==> src/rtl/sp_pkg.sv <==
package sp_pkg;
  // word indices within the register window (byte offset = index * 4)
  localparam int WORD_DATA = 0;
  localparam int WORD_STAT = 1;
  localparam int WORD_CTRL = 2;
  localparam int WORD_INT  = 3;
  localparam int WORD_DIV  = 4;

  // status bit positions
  localparam int ST_TXFULL = 0;
  localparam int ST_RXFULL = 1;
  localparam int ST_TXOVR  = 2;
  localparam int ST_RXOVR  = 3;
  localparam int ST_W      = 4;

  // interrupt bit positions
  localparam int IRQ_TX    = 0;
  localparam int IRQ_RX    = 1;
  localparam int IRQ_TXOVR = 2;
  localparam int IRQ_RXOVR = 3;
  localparam int IRQ_N     = 4;

  // control word, packed msb first so that tx_on is bit 0 and tx_fast bit 6
  typedef struct packed {
    logic tx_fast;
    logic rxo_ie;
    logic txo_ie;
    logic rx_ie;
    logic tx_ie;
    logic rx_on;
    logic tx_on;
  } ctrl_t;
  localparam int CTRL_W = $bits(ctrl_t);

  typedef enum logic [1:0] {RX_IDLE, RX_START, RX_DATA, RX_STOP} rx_state_e;
endpackage

==> src/rtl/sp_tx.sv <==
module sp_tx #(
  parameter int DIV_W  = 16,
  parameter int CHAR_W = 8
) (
  input  logic              clk,
  input  logic              rst,
  input  logic              en,
  input  logic              fast,
  input  logic [DIV_W-1:0]  div,
  input  logic              load_stb,
  input  logic [CHAR_W-1:0] load_char,
  output logic              full,
  output logic              drain,
  output logic              txd
);
  localparam int FRAME_BITS = CHAR_W + 2;
  localparam int CNT_W      = $clog2(FRAME_BITS + 1);

  logic [CHAR_W-1:0] hold_q;
  logic [CHAR_W:0]   shift_q;
  logic [CNT_W-1:0]  left_q;
  logic [DIV_W-1:0]  tick_q;
  logic [DIV_W-1:0]  bit_len_m1;
  logic              busy_q;
  logic              full_q;
  logic              line_q;
  logic              start;

  always_comb bit_len_m1 = (fast || div == '0) ? '0 : div - 1'b1;
  assign start = en && full_q && !busy_q;

  always_ff @(posedge clk) begin
    if (rst) begin
      hold_q  <= '0;
      shift_q <= '0;
      left_q  <= '0;
      tick_q  <= '0;
      busy_q  <= 1'b0;
      full_q  <= 1'b0;
      line_q  <= 1'b1;
    end else begin
      if (load_stb && !full_q) begin
        hold_q <= load_char;
        full_q <= 1'b1;
      end
      if (!en) begin
        busy_q <= 1'b0;
        line_q <= 1'b1;
      end else if (start) begin
        full_q  <= 1'b0;
        busy_q  <= 1'b1;
        line_q  <= 1'b0;
        shift_q <= {1'b1, hold_q};
        left_q  <= CNT_W'(FRAME_BITS - 1);
        tick_q  <= bit_len_m1;
      end else if (busy_q) begin
        if (tick_q != '0) begin
          tick_q <= tick_q - 1'b1;
        end else if (left_q != '0) begin
          line_q  <= shift_q[0];
          shift_q <= shift_q >> 1;
          left_q  <= left_q - 1'b1;
          tick_q  <= bit_len_m1;
        end else begin
          busy_q <= 1'b0;
        end
      end
    end
  end

  assign full  = full_q;
  assign drain = start;
  assign txd   = line_q;

  assert_line_high_off_R6: assert property (@(posedge clk) disable iff (rst)
    !en |=> txd);
  assert_drain_empties_R4: assert property (@(posedge clk) disable iff (rst)
    start |=> !full_q);
  assert_hold_kept_R5: assert property (@(posedge clk) disable iff (rst)
    (load_stb && full_q) |=> $stable(hold_q));
endmodule

==> src/rtl/sp_rx.sv <==
module sp_rx
  import sp_pkg::*;
#(
  parameter int DIV_W  = 16,
  parameter int CHAR_W = 8
) (
  input  logic              clk,
  input  logic              rst,
  input  logic              en,
  input  logic [DIV_W-1:0]  div,
  input  logic              rxd,
  output logic              done,
  output logic [CHAR_W-1:0] char_out
);
  localparam int IDX_W = $clog2(CHAR_W);

  rx_state_e         state_q;
  logic              sync1_q, sync2_q, prev_q;
  logic [DIV_W-1:0]  cnt_q;
  logic [IDX_W-1:0]  idx_q;
  logic [CHAR_W-1:0] shift_q;
  logic              done_q;
  logic [CHAR_W-1:0] char_q;
  logic [DIV_W-1:0]  bit_len_m1;
  logic [DIV_W-1:0]  half_m1;

  always_comb begin
    bit_len_m1 = (div == '0) ? '0 : div - 1'b1;
    half_m1    = ((div >> 1) == '0) ? '0 : (div >> 1) - 1'b1;
  end

  always_ff @(posedge clk) begin
    if (rst) begin
      state_q <= RX_IDLE;
      sync1_q <= 1'b1;
      sync2_q <= 1'b1;
      prev_q  <= 1'b1;
      cnt_q   <= '0;
      idx_q   <= '0;
      shift_q <= '0;
      done_q  <= 1'b0;
      char_q  <= '0;
    end else begin
      sync1_q <= rxd;
      sync2_q <= sync1_q;
      prev_q  <= sync2_q;
      done_q  <= 1'b0;
      if (!en) begin
        state_q <= RX_IDLE;
      end else begin
        unique case (state_q)
          RX_IDLE: begin
            if (prev_q && !sync2_q) begin
              state_q <= RX_START;
              cnt_q   <= half_m1;
            end
          end
          RX_START: begin
            if (cnt_q != '0) cnt_q <= cnt_q - 1'b1;
            else if (!sync2_q) begin
              state_q <= RX_DATA;
              cnt_q   <= bit_len_m1;
              idx_q   <= '0;
            end else state_q <= RX_IDLE;
          end
          RX_DATA: begin
            if (cnt_q != '0) cnt_q <= cnt_q - 1'b1;
            else begin
              shift_q <= {sync2_q, shift_q[CHAR_W-1:1]};
              cnt_q   <= bit_len_m1;
              if (idx_q == IDX_W'(CHAR_W - 1)) state_q <= RX_STOP;
              else idx_q <= idx_q + 1'b1;
            end
          end
          RX_STOP: begin
            if (cnt_q != '0) cnt_q <= cnt_q - 1'b1;
            else begin
              state_q <= RX_IDLE;
              if (sync2_q) begin
                done_q <= 1'b1;
                char_q <= shift_q;
              end
            end
          end
          default: state_q <= RX_IDLE;
        endcase
      end
    end
  end

  assign done     = done_q;
  assign char_out = char_q;

  assert_idle_when_off_R10: assert property (@(posedge clk) disable iff (rst)
    !en |=> state_q == RX_IDLE);
  assert_done_single_R8: assert property (@(posedge clk) disable iff (rst)
    done_q |=> !done_q);
endmodule

==> src/rtl/sp_irq.sv <==
module sp_irq #(
  parameter int N = 4
) (
  input  logic         clk,
  input  logic         rst,
  input  logic [N-1:0] set,
  input  logic [N-1:0] clr,
  output logic [N-1:0] pend,
  output logic         any
);
  logic [N-1:0] pend_q, pend_d;
  logic         any_q;

  // an event on the same edge as its clear wins
  always_comb pend_d = (pend_q & ~clr) | set;

  always_ff @(posedge clk) begin
    if (rst) begin
      pend_q <= '0;
      any_q  <= 1'b0;
    end else begin
      pend_q <= pend_d;
      any_q  <= |pend_d;
    end
  end

  assign pend = pend_q;
  assign any  = any_q;

  assert_set_wins_R13: assert property (@(posedge clk) disable iff (rst)
    (|set) |=> ((pend_q & $past(set)) == $past(set)));
  assert_any_is_or_R12: assert property (@(posedge clk) disable iff (rst)
    any_q == (|pend_q));
endmodule

==> src/rtl/serial_port_apb.sv <==
module serial_port_apb
  import sp_pkg::*;
#(
  parameter int ADDR_W = 12,
  parameter int DATA_W = 32,
  parameter int DIV_W  = 16,
  parameter int CHAR_W = 8
) (
  input  logic              clk,
  input  logic              rst,
  input  logic              psel,
  input  logic              penable,
  input  logic              pwrite,
  input  logic [ADDR_W-1:0] paddr,
  input  logic [DATA_W-1:0] pwdata,
  output logic [DATA_W-1:0] prdata,
  output logic              pready,
  output logic              pslverr,
  input  logic              rxd,
  output logic              txd,
  output logic              tx_irq,
  output logic              rx_irq,
  output logic              any_irq
);
  localparam int WORD_W = ADDR_W - 2;

  ctrl_t             ctrl_q;
  logic [DIV_W-1:0]  div_q;
  logic              tx_ovr_q, rx_ovr_q, rx_full_q;
  logic [CHAR_W-1:0] rx_hold_q;

  logic [WORD_W-1:0] word;
  logic              wr_acc, rd_acc;
  logic              hit_data, hit_stat, hit_ctrl, hit_int, hit_div;
  logic              tx_wr, tx_full, tx_drain, tx_ovr_evt;
  logic              rx_done, rx_rd, rx_accept, rx_ovr_evt;
  logic [CHAR_W-1:0] rx_char;
  logic [IRQ_N-1:0]  irq_set, irq_clr, irq_pend;
  logic [ST_W-1:0]   stat;
  logic              unused_bits;

  assign word     = paddr[ADDR_W-1:2];
  assign wr_acc   = psel && penable && pwrite;
  assign rd_acc   = psel && penable && !pwrite;
  assign hit_data = word == WORD_W'(WORD_DATA);
  assign hit_stat = word == WORD_W'(WORD_STAT);
  assign hit_ctrl = word == WORD_W'(WORD_CTRL);
  assign hit_int  = word == WORD_W'(WORD_INT);
  assign hit_div  = word == WORD_W'(WORD_DIV);
  assign unused_bits = ^{paddr[1:0], pwdata[DATA_W-1:DIV_W]};

  assign pready  = 1'b1;
  assign pslverr = 1'b0;

  // transmit side
  assign tx_wr      = wr_acc && hit_data;
  assign tx_ovr_evt = tx_wr && tx_full;

  sp_tx #(.DIV_W(DIV_W), .CHAR_W(CHAR_W)) u_tx (
    .clk       (clk),
    .rst       (rst),
    .en        (ctrl_q.tx_on),
    .fast      (ctrl_q.tx_fast),
    .div       (div_q),
    .load_stb  (tx_wr),
    .load_char (pwdata[CHAR_W-1:0]),
    .full      (tx_full),
    .drain     (tx_drain),
    .txd       (txd)
  );

  // receive side
  sp_rx #(.DIV_W(DIV_W), .CHAR_W(CHAR_W)) u_rx (
    .clk      (clk),
    .rst      (rst),
    .en       (ctrl_q.rx_on),
    .div      (div_q),
    .rxd      (rxd),
    .done     (rx_done),
    .char_out (rx_char)
  );

  assign rx_rd      = rd_acc && hit_data;
  assign rx_accept  = rx_done && (!rx_full_q || rx_rd);
  assign rx_ovr_evt = rx_done && rx_full_q && !rx_rd;

  // register file
  always_ff @(posedge clk) begin
    if (rst) begin
      ctrl_q    <= '0;
      div_q     <= '0;
      tx_ovr_q  <= 1'b0;
      rx_ovr_q  <= 1'b0;
      rx_full_q <= 1'b0;
      rx_hold_q <= '0;
    end else begin
      if (wr_acc && hit_ctrl) ctrl_q <= ctrl_t'(pwdata[CTRL_W-1:0]);
      if (wr_acc && hit_div)  div_q  <= pwdata[DIV_W-1:0];
      tx_ovr_q <= (tx_ovr_q && !(wr_acc && hit_stat && pwdata[ST_TXOVR])) || tx_ovr_evt;
      rx_ovr_q <= (rx_ovr_q && !(wr_acc && hit_stat && pwdata[ST_RXOVR])) || rx_ovr_evt;
      if (rx_accept) begin
        rx_hold_q <= rx_char;
        rx_full_q <= 1'b1;
      end else if (rx_rd) begin
        rx_full_q <= 1'b0;
      end
    end
  end

  // interrupts
  always_comb begin
    irq_set            = '0;
    irq_set[IRQ_TX]    = tx_drain   && ctrl_q.tx_ie;
    irq_set[IRQ_RX]    = rx_accept  && ctrl_q.rx_ie;
    irq_set[IRQ_TXOVR] = tx_ovr_evt && ctrl_q.txo_ie;
    irq_set[IRQ_RXOVR] = rx_ovr_evt && ctrl_q.rxo_ie;
    irq_clr            = (wr_acc && hit_int) ? pwdata[IRQ_N-1:0] : '0;
  end

  sp_irq #(.N(IRQ_N)) u_irq (
    .clk  (clk),
    .rst  (rst),
    .set  (irq_set),
    .clr  (irq_clr),
    .pend (irq_pend),
    .any  (any_irq)
  );

  assign tx_irq = irq_pend[IRQ_TX];
  assign rx_irq = irq_pend[IRQ_RX];

  // read mux, valid during the access phase
  always_comb begin
    stat            = '0;
    stat[ST_TXFULL] = tx_full;
    stat[ST_RXFULL] = rx_full_q;
    stat[ST_TXOVR]  = tx_ovr_q;
    stat[ST_RXOVR]  = rx_ovr_q;
    prdata = '0;
    if (hit_data)      prdata = DATA_W'(rx_hold_q);
    else if (hit_stat) prdata = DATA_W'(stat);
    else if (hit_ctrl) prdata = DATA_W'(ctrl_q);
    else if (hit_int)  prdata = DATA_W'(irq_pend);
    else if (hit_div)  prdata = DATA_W'(div_q);
  end

  assert_tx_ovr_flag_R5: assert property (@(posedge clk) disable iff (rst)
    tx_ovr_evt |=> tx_ovr_q);
  assert_rx_ovr_keeps_R9: assert property (@(posedge clk) disable iff (rst)
    rx_ovr_evt |=> (rx_ovr_q && $stable(rx_hold_q)));
  assert_read_empties_R8: assert property (@(posedge clk) disable iff (rst)
    (rx_rd && !rx_done) |=> !rx_full_q);
  assert_no_err_R1: assert property (@(posedge clk) disable iff (rst)
    pready && !pslverr);
endmodule

==> config.mk <==
export PLATFORM = sky130hd
export DESIGN_NAME = serial_port_apb
export DESIGN_NICKNAME = d
export VERILOG_FILES = /design/src/rtl/sp_pkg.sv /design/src/rtl/sp_tx.sv /design/src/rtl/sp_rx.sv /design/src/rtl/sp_irq.sv /design/src/rtl/serial_port_apb.sv
export SDC_FILE = /design/constraint.sdc
export NUM_CORES = 1
export LEC_CHECK = 0
export BUFFER_PORTS_ARGS = -buffer_cell sky130_fd_sc_hd__buf_2
export CELL_PAD_IN_SITES_DETAIL_PLACEMENT = 1
export CELL_PAD_IN_SITES_GLOBAL_PLACEMENT = 2
export CORE_ASPECT_RATIO = 1.75
export CORE_MARGIN = 1.5
export CORE_UTILIZATION = 35
export DETAILED_ROUTE_END_ITERATION = 6
export GPL_TIMING_DRIVEN = 0
export PLACE_DENSITY_LB_ADDON = 0.1
export SYNTH_ARGS = -nofsm -noshare
export SYNTH_HDL_FRONTEND = slang
export SYNTH_SLANG_ARGS = --single-unit
==> constraint.sdc <==
create_clock -name clk -period 2.72 [get_ports clk]
set_input_delay 0.136 -clock clk [delete_from_list [all_inputs] [get_ports clk]]
set_output_delay 0.136 -clock clk [all_outputs]
set_load 0.02 [all_outputs]
# ---- After elaboration in Yosys (flattened, before gate mapping)
# Cells that the tools add are included.
dict set report op_classes {
  mux 53
  add_sub_neg 6
  n_eq_ne 18
  bitwise 7
  n_reduce_logical 61
}
# op count
set ops {}
lappend ops {{16-bit 2-to-1 mux} 17}
lappend ops {{16-bit case mux with 4 select lines} 1}
lappend ops {{16-bit by 1-bit subtractor with 16-bit output, second input constant} 3}
lappend ops {{9-bit 2-to-1 mux} 4}
lappend ops {{16-bit zero test} 2}
lappend ops {{16-bit nonzero test} 2}
lappend ops {{1-bit logical AND} 25}
lappend ops {{10-bit by 2-bit == test with 1-bit output, second input constant} 2}
lappend ops {{4-bit 2-to-1 mux} 5}
lappend ops {{15-bit by 1-bit subtractor with 16-bit output, second input constant} 1}
lappend ops {{1-bit 2-to-1 mux} 14}
lappend ops {{2-bit 2-to-1 mux} 6}
lappend ops {{3-bit 2-to-1 mux} 4}
lappend ops {{2-bit != test, second input constant} 6}
lappend ops {{4-bit AND reduction} 3}
lappend ops {{10-bit by 1-bit == test with 1-bit output, second input constant} 1}
lappend ops {{10-bit by 3-bit == test with 1-bit output, second input constant} 1}
lappend ops {{10-bit zero test} 1}
lappend ops {{3-bit AND reduction} 3}
lappend ops {{1-bit zero test} 8}
lappend ops {{2-bit case mux with 4 select lines} 1}
lappend ops {{2-bit nonzero test} 4}
lappend ops {{4-bit OR reduction} 2}
lappend ops {{2-bit by 1-bit != test with 1-bit output, second input constant} 3}
lappend ops {{18 further kinds} 26}
dict set report totals {
  output_inout_bits 38
  input_bits 50
  word_cells 175
  regBits 120
}

# ---- Logic depth before layout (Yosys ltp)
# Gate-level depths: netlist of the first run.
dict set report logic_depth {
  word_depth 8
  depth_mapped 9
  ltp_nobuf 9
}

# ---- Cells and area by module
# From an unflattened synthesis of the first run, not the netlist that was laid out.
dict set report hier_totals {
  hier_cells 924
  area_unflattened_um2 7389.6
}
# module seq_area_each_um2 area_each_um2 instances cells_per_inst
set by_module_without_submodules {}
lappend by_module_without_submodules {sp_rx 820.8 2819.0 1 379}
lappend by_module_without_submodules {sp_tx 800.8 2441.1 1 301}
lappend by_module_without_submodules {serial_port_apb 680.7 1948.1 1 226}
lappend by_module_without_submodules {sp_irq 100.1 181.4 1 18}

# ---- Worst setup path before layout of the first run
# OpenSTA, ideal clock, no wires.
dict set report synth_path {
  path_type {flip-flop to flip-flop}
  from {register div_q[1]}
  to {register u_rx.cnt_q[0]}
  arrival_ns 1.887
  required_time_ns 2.586
  setup_ns 0.134
  setup_slack_ns 0.699
  synth_period_minus_slack_ns 2.021
  stages_incl_launch_ff 10
  n_path_buf 1
  path_cell_list {dfxtp_1 > inv_1 > ha_1 > nor3b_2 > nand3_1 > nor2_1 > and4bb_2 > buf_2 > a211oi_1 > a211oi_1}
}
dict set report synth_between {
  elab_chain_len 5
  elab_cells_between_ends 10
  classes_between {1 x add/sub; 7 x mux; 2 x reduce/logical}
}
# item line
set synth_rtl {}
lappend synth_rtl {{start, declared} serial_port_apb.sv:28} ;# logic [DIV_W-1:0] div_q;
lappend synth_rtl {{start signal, assigned} serial_port_apb.sv:98} ;# if (wr_acc && hit_div) div_q <= pwdata[DIV_W-1:0];
lappend synth_rtl {{parallel branches: the longest is 4 deep, another holds 15-bit by 1-bit subtractor with 16-bit output} --}
lappend synth_rtl {{16-bit case mux with 4 select lines *} sp_rx.sv:51} ;# unique case (state_q)
lappend synth_rtl {{end signal, assigned} sp_rx.sv:55} ;# cnt_q <= half_m1;
lappend synth_rtl {{end signal, assigned} sp_rx.sv:59} ;# if (cnt_q != '0) cnt_q <= cnt_q - 1'b1;
lappend synth_rtl {{end signal, assigned} sp_rx.sv:62} ;# cnt_q <= bit_len_m1;
lappend synth_rtl {{end, declared} sp_rx.sv:19} ;# logic [DIV_W-1:0] cnt_q;
# Every way passes the cells marked *. The select of a mux whose other input is x is not followed.
# A chain may end at the register's enable or synchronous reset.

# ---- Final worst setup path of the first run
dict set report layout_path {
  from {register div_q[2]}
  to {register u_tx.tick_q[13]}
}
dict set report layout_between {
  elab_chain_len 7
  elab_cells_between_ends 8
  classes_between {1 x add/sub; 5 x mux; 2 x reduce/logical}
}
# item line
set layout_rtl {}
lappend layout_rtl {{parallel branches: the longest is 2 deep, another holds 16-bit by 1-bit subtractor with 16-bit output} --}
lappend layout_rtl {{16-bit 2-to-1 mux *} sp_tx.sv:29} ;# always_comb bit_len_m1 = (fast || div == '0) ? '0 : div - 1'b1;
lappend layout_rtl {{16-bit 2-to-1 mux} sp_tx.sv:59} ;# end else if (left_q != '0) begin
lappend layout_rtl {{16-bit 2-to-1 mux} sp_tx.sv:57} ;# if (tick_q != '0) begin
lappend layout_rtl {{16-bit 2-to-1 mux} sp_tx.sv:56} ;# end else if (busy_q) begin
lappend layout_rtl {{16-bit 2-to-1 mux *} sp_tx.sv:49} ;# end else if (start) begin
lappend layout_rtl {{end signal, assigned} sp_tx.sv:55} ;# tick_q <= bit_len_m1;
lappend layout_rtl {{end signal, assigned} sp_tx.sv:58} ;# tick_q <= tick_q - 1'b1;
lappend layout_rtl {{end signal, assigned} sp_tx.sv:63} ;# tick_q <= bit_len_m1;
lappend layout_rtl {{end, declared} sp_tx.sv:22} ;# logic [DIV_W-1:0] tick_q;
# Marks and branches as above.

==> results of run 1 <==
-- worst paths after layout --
kind | from | to | slack, ns | cells past startpoint
setup / recovery | div_q[2] | u_tx.tick_q[13] | 0.15 | 9
hold / removal | pwdata[4] | ctrl_q[4] | 0.02 | 3
setup reg to reg | div_q[2] | u_tx.tick_q[13] | 0.15 | 9
hold reg to reg | u_rx.sync1_q | u_rx.sync2_q | 0.41 | 1
-- repair_timing --
item | CTS | global route
endpoints found under the setup margin | 15 | 22
setup buffers | 0 | 2
hold buffers | 11 | 0
pin swaps | 1 | 1
resized for setup | 4 | 6
hold endpoints to repair | 12 | 0
-- kinds of logic (layout without fill, tap and decap cells) --
| family | after synthesis | after routing |
|---|---|---|
| adders and majority gates | 15 | 15 |
| AOI/OAI and AO/OA | 181 | 181 |
| other | 2 | 18 |
| xor gates and xnor gates | 41 | 41 |
| DFF | 120 | 120 |
| muxes | 38 | 38 |
| buffers and inverters | 97 | 191 |
| and+or+nand+nor | 351 | 351 |
-- metal layers --
layer  vias up  wire, um
met1      3215      9060
met2       117     14000
met3        61       684
met4         0      1470
li1       3181         -
met5         -         0
-- cell type report --
class / count / area, sq um
multi-input cells: 644 / 4120
inverters: 26 / 97.6
repair buffers: 62 / 370
well taps: 241 / 302
plain buffers: 71 / 369
clock inverters: 13 / 153
fillers: 2303 / 10900
flip-flops and latches: 120 / 2400
clock buffers: 19 / 453
-- power by group through the flow --
stage	clock network, mW	registers, mW	logic (mW)
2_1_floorplan	0	1.80	0.0891
3_3_place_gp	0	1.80	0.153
3_5_place_dp	0	1.80	0.155
4_1_cts	2.38	1.76	0.168
5_1_grt	2.46	1.76	0.181
6_report	2.35	1.76	0.169
-- flip-flops by register name (all words and copies together) (netlist names), 3 cells and up, named ones only --
register	cells
u_rx.cnt_q	16
u_tx.shift_q	9
u_tx.hold_q	8
rx_hold_q	8
div_q	16
u_rx.idx_q	3
u_tx.left_q	4
u_irq.pend	4
u_tx.tick_q	16
ctrl_q	7
u_rx.shift_q	8
u_rx.char_out	8
-- metrics by stage --
| stage | utilization (%) | hold WS (ns) | setup TNS [ns] | setup slack [ns] | area, sq um |
|---|---|---|---|---|---|
| after floorplan | - | 0.240 | 0 | 0.699 | 6930 |
| final | 43.1 | 0.0188 | 0 | 0.149 | 8270 |
| after detailed placement | 39.0 | 0.329 | -0.806 | -0.0988 | 7480 |
| after CTS | 42.8 | 0.00423 | 0 | 0.0135 | 8220 |
| after global placement | 39.0 | 0.324 | -0.0125 | -0.0125 | 7480 |
| after global routing | 43.1 | 0.0297 | 0 | 0.0198 | 8270 |
-- synth_stat cells, types with 3 or more instances --
cell | instances | share of area [%]
a211oi_1 | 7 | 0.76
a21oi_1 | 64 | 4.7
a221oi_1 | 3 | 0.38
a222oi_1 | 3 | 0.44
a311oi_2 | 8 | 1.7
a31o_2 | 3 | 0.38
a31oi_1 | 5 | 0.46
and2_1 | 12 | 1.1
and3_1 | 7 | 0.64
buf_2 | 10 | 0.73
buf_4 | 22 | 2.4
clkbuf_1 | 38 | 2.1
dfxtp_1 | 120 | 35
ha_1 | 15 | 2.7
inv_1 | 26 | 1.4
mux2i_1 | 34 | 5.0
mux4_2 | 4 | 1.3
nand2_1 | 98 | 5.4
nand2b_1 | 5 | 0.46
nand3_1 | 40 | 2.9
nand4_1 | 19 | 1.7
nand4b_1 | 4 | 0.51
nor2_1 | 87 | 4.8
nor3_1 | 37 | 2.7
nor3b_1 | 4 | 0.44
nor4_1 | 7 | 0.64
nor4_2 | 3 | 0.55
nor4_4 | 3 | 0.93
o21a_1 | 5 | 0.55
o21ai_0 | 33 | 2.4
o22ai_1 | 15 | 1.4
o31ai_1 | 6 | 0.66
o32ai_1 | 3 | 0.38
or2_2 | 6 | 0.55
xnor2_1 | 12 | 1.5
xor2_1 | 29 | 3.7
-- worst min-delay path, cell delays in order --
cell and delay (ns):
buf_2 0.14, nand2_1 0.07, a21oi_1 0.06
==> flow_summary.yaml, run 1 <==
die:
  io_pins: 88
  die_y_um: 188
  rows: 67
  die-width_um: 109
  start_util_pct: 35.8
  die-area_sq_mm: 0.0205
  core_area_sq_mm: 0.0192
yosys:
  yosys.area_share.xor_xnor_pct: 5.22
  ys_warn_count: 0
  synth-edff-count: 0
  synth_fa_ha_area_share_pct: 2.73
  synthArstFlopShare_pct: 0
  synth_area_sq_mm: 0.00687
  synth-seq-cells: 120
  syn-mean-instance-area_sq_um: 8.14
  synth_cell_type_count: 73
  syn-instance-count: 845
  synthSimpleGateAreaFrac_pct: 26.2
  synthMuxAreaShare_pct: 6.26
  synth_seq_area_share_pct: 34.9
  ys.flop_type: "dfxtp_1"
  synth_compound_area_share_pct: 17.7
  synth_top_family_by_area: "simple AND/OR/NAND/NOR gates"
global_routing:
  grt_util_all_layers_pct: 25.9
  grt_antenna_before_repair: 0
  grt_busiest_layer: "met2"
  grt.overflow.total: 0
  use_met1_pct: 25.5
  grt_start_max_net_pins: 17
  grt_pass1_wl_mm: 39.6
  grt_pass1_vias: 7100
  use_met2_pct: 48.6
  met3_usage_pct: 4.29
setup_path:
  worstPathCellList: "clkbuf_1, inv_1, ha_1, a21boi_2, nand4_1, xor2_2, nor3_1, a21oi_1, a21oi_1"
  required_ns: 3.09
  crit_buf_inv: 2
  cp-start-kind: "flip-flop"
  path_delay_family: "compound AO/OA/AOI/OAI gates"
  crit_fanout: 7
  critical_path.most_common_cell: "a21oi_1"
  arrival_ns: 2.94
  worstSetupPathType: "reg2reg"
  slowest_stage: "clkbuf_1"
  cp-end-kind: "flip-flop"
  crit_path_max_incr_delay_ns: 0.39
clock_network:
  cts_sinks: 120
  cts.clk_slew.worst_paths_ns: 0.06
  cts_inserted_buffers: 17
  cts_max_level: 4
  cts.path.max_buffers: 2
  cts_root_buf: "clkbuf_16"
  worstSkewPairLatency_ns: 0.43
  cts_tree: "done"
power_and_ir_drop:
  finalPower_mw: 4.28
  internal-power_mw: 3.29
  power_density_mw_per_mm2: 517
  power_frac_clock_pct: 54.9
  pwr-share-comb_pct: 4.0
  switching_share_pct: 23.0
  power.switching_mw: 0.983
  pwr-share-seq_pct: 41.2
  irDropWorstVdd_mv: 0.580
  power.static_leakage_nw: 3.45
drt:
  vias: 6574
  avgViaCountPerCell: 5.50
  wl_mm: 25.2
  postRouteAntennaNets: 0
  wire_per_inst_um: 21.1
  first_iter_violations: 256
  drc: 0
  drt_pass1_iterations: 5
layout:
  final_common_cell: "dfxtp_1"
  fin_nets: 1007
  drive_gt1_share_pct: 17.4
  layout.cells.non_filler: 1196
  syn2layout_area_growth_pct: 20.3
  final_cell_mix: "dfxtp_1 (120), nand2_1 (98), nor2_1 (86)"
  diodes: 0
sta:
  max_slew.worst_pin.slew_ns: 0.855
  relSlewSlack_pct: 43.0
  clock.fmax_ghz: 0.389
  rsz0062_at_grt: "false"
  min_period_ns: 2.57
  hold_viol_final: 0
  drv_slew: 0
  setup_viol: 0
  timing.final.crit_share_pct: 94.5
  fin_skew_ns: 0.00892
placement:
  dp_hpwl_mm: 20.0
  portBuffers: 49
  routabilityCongestion: 0.875
  dp.cells: 1151
outcome:
  outcome: "completed"
flow_run:
  drv_cap: 0
min_path:
  hold_class: "in2reg"
(Power assumes the default switching activity.)
==> run 2: changes to the inputs <==
--- a/config.mk
+++ b/config.mk
@@ -9,8 +9,7 @@
 export CELL_PAD_IN_SITES_DETAIL_PLACEMENT = 1
 export CELL_PAD_IN_SITES_GLOBAL_PLACEMENT = 2
 export CORE_ASPECT_RATIO = 1.75
-export CORE_MARGIN = 1.5
-export CORE_UTILIZATION = 35
+export CORE_UTILIZATION = 31
 export DETAILED_ROUTE_END_ITERATION = 6
 export GPL_TIMING_DRIVEN = 0
 export PLACE_DENSITY_LB_ADDON = 0.1
==> constraint.sdc (replaced) <==
create_clock -name clk -period 2.3 [get_ports clk]
set_input_delay 0.115 -clock clk [delete_from_list [all_inputs] [get_ports clk]]
set_output_delay 0.115 -clock clk [all_outputs]
set_load 0.02 [all_outputs]
==> flow_summary.yaml, run 2 (synthesis results as in run 1) <==
setup_path:
  r2r_start: "u_tx.tick_q[2]"
  worstSetupPathType: "in2out"
  crit_fanout: 10
  arrival_ns: 2.09
  slowest_stage: "or4_4"
  crit_cells: 8
  worst_r2r_endpoint: "u_tx.txd"
  cp-start-kind: "primary input"
  cp-end-kind: "primary output"
  path_delay_family: "simple AND/OR/NAND/NOR gates"
  worstPathCellList: "buf_2, or4_4, or2_2, nor2_1, clkbuf_4, buf_4, and2_1, buf_2"
  r2r_slack_ns: 0.10
  crit_buf_inv: 4
  required_ns: 2.18
  reg2reg_depth: 6
  crit_path_max_incr_delay_ns: 0.55
  critical_path.most_common_cell: "buf_2"
min_path:
  hold_path_depth: 4
  holdPathEnd: "rx_full_q"
  min_from: "penable"
  hold_class: "in2reg"
flow_run:
  drv_cap: 0
drt:
  wl_mm: 26.1
  first_iter_violations: 202
  wire_per_inst_um: 20.6
  vias: 6709
  avgViaCountPerCell: 5.31
  postRouteAntennaNets: 0
  drc: 0
  drt_pass1_iterations: 5
layout:
  syn2layout_area_growth_pct: 26.8
  reg_top3: "div_q x16, u_rx.cnt_q x16, u_tx.tick_q x16"
  fin_nets: 1023
  final_common_cell: "dfxtp_1"
  final_cell_mix: "dfxtp_1 (117), nand2_1 (97), nor2_1 (84)"
  nFillCells: 2598
  diodes: 0
  drive_gt1_share_pct: 22.6
die:
  rows: 71
  die-width_um: 115
  io_pins: 88
  die-area_sq_mm: 0.0228
  die_y_um: 199
  core_area_sq_mm: 0.0216
  start_util_pct: 31.8
sta:
  hold_viol_final: 0
  relSlewSlack_pct: 45.0
  fin_setup_tns_ns: 0
  drv_slew: 0
  clock.fmax_ghz: 0.453
  setup_ws_ns: 0.0928
  timing.final.crit_share_pct: 96.0
  fin_skew_ns: 0.00709
  min_period_ns: 2.21
  setup_viol: 0
  max_slew.worst_pin.slew_ns: 0.825
global_routing:
  grt_pass1_vias: 7030
  grt.overflow.total: 0
  grt_antenna_before_repair: 0
  grt_start_max_net_pins: 17
  grt_util_all_layers_pct: 24.0
  grt_pass1_wl_mm: 40.3
clock_network:
  cts.path.max_buffers: 2
  cts_root_buf: "clkbuf_16"
  cts_max_level: 4
  cts_inserted_buffers: 17
  cts_tree: "done"
  worstSkewPairLatency_ns: 0.44
  cts.clk_slew.worst_paths_ns: 0.06
  cts_sinks: 120
placement:
  routabilityCongestion: 0.858
  portBuffers: 49
  pre_cts_ws_ns: -0.491
  dp_hpwl_mm: 20.3
power_and_ir_drop:
  power_density_mw_per_mm2: 557
  power.static_leakage_nw: 3.61
  irDropWorstVdd_mv: 0.526
outcome:
  outcome: "completed"
## run 2: changes by cell type in the layout (fill, tap and decap cells not counted), moves of 4 or more
| cell | change |
|---|---|
| xor2_1 | -4 |
| clkbuf_1 | -7 |
| xor2_2 | +4 |
| clkinv_4 | +4 |
| buf_2 | -4 |
| nor3_2 | +4 |
| buf_4 | +15 |
| dlygate4sd3_1 | +6 |
| nor3_1 | -6 |
## run 2: worst max path at each step
stage	from	to	slack [ns]
3_5_place_dp	div_q[1]	u_tx.tick_q[2]	-0.49
4_1_cts	div_q[4]	u_rx.cnt_q[9]	0.0004
2_1_floorplan	div_q[1]	u_rx.cnt_q[0]	0.28
6_report	paddr[9]	prdata[15]	0.09
3_3_place_gp	div_q[2]	u_tx.tick_q[13]	-0.47
5_1_grt	div_q[9]	u_rx.cnt_q[0]	-0.05
## run 2: cell type report
class	instances	area, sq um	share of cell area (%)
tap	292	365	4.19
timing repair buffer	82	548	6.29
clock buffer	18	429	4.92
clock inverter	14	128	1.46
multi-input combinational	644	4370	50.2
inverter	26	97.6	1.12
buffer	67	372	4.26
sequential	120	2410	27.6
## run 2: worst min-delay path, stage by stage
cell and delay [ns]:
buf_2 0.09, a41oi_2 0.14, nor2_1 0.08, nor2_1 0.04
## run 2: metal layers
layer	global-route usage (%)	vias to the layer above	routed length, um
met3	3.78	51	505
met5	0	-	0
li1	-	3207	-
met1	24.1	3342	9610
met2	47.6	109	15100
met4	10.1	0	883
## run 2: stage by stage
| step | power (mW) | util [%] | hold WS [ns] | instance area [sq um] | instances |
|---|---|---|---|---|---|
| 2_1_floorplan | 2.23 | - | 0.219 | 6930 | 861 |
| 3_3_place_gp | 2.31 | 35.0 | 0.303 | 7540 | 1202 |
| 3_5_place_dp | 2.31 | 35.0 | 0.313 | 7540 | 1202 |
| 4_1_cts | 4.91 | 39.5 | 0.0789 | 8530 | 1257 |
| 5_1_grt | 5.01 | 40.4 | 0.111 | 8720 | 1263 |
| 6_report | 4.86 | 40.4 | 0.0825 | 8720 | 1263 |
## run 2: power breakdown
| part | internal, mW | leakage (nW) | switching [mW] |
|---|---|---|---|
| logic | 0.0753 | 2.38 | 0.130 |
| registers | 2.08 | 0.968 | 0.00199 |
| clock network | 1.49 | 0.263 | 1.08 |
| total | 3.64 | 3.61 | 1.22 |
## run 2: what timing repair did
| item | CTS | global route |
|---|---|---|
| setup buffers | 7 | 9 |
| cloned | 0 | 0 |
| endpoints found under the setup margin | 60 | 40 |
| resized for setup | 41 | 32 |
| hold buffers | 17 | 0 |
| endpoints found under the hold margin | 27 | 0 |
| pin swaps | 4 | 9 |
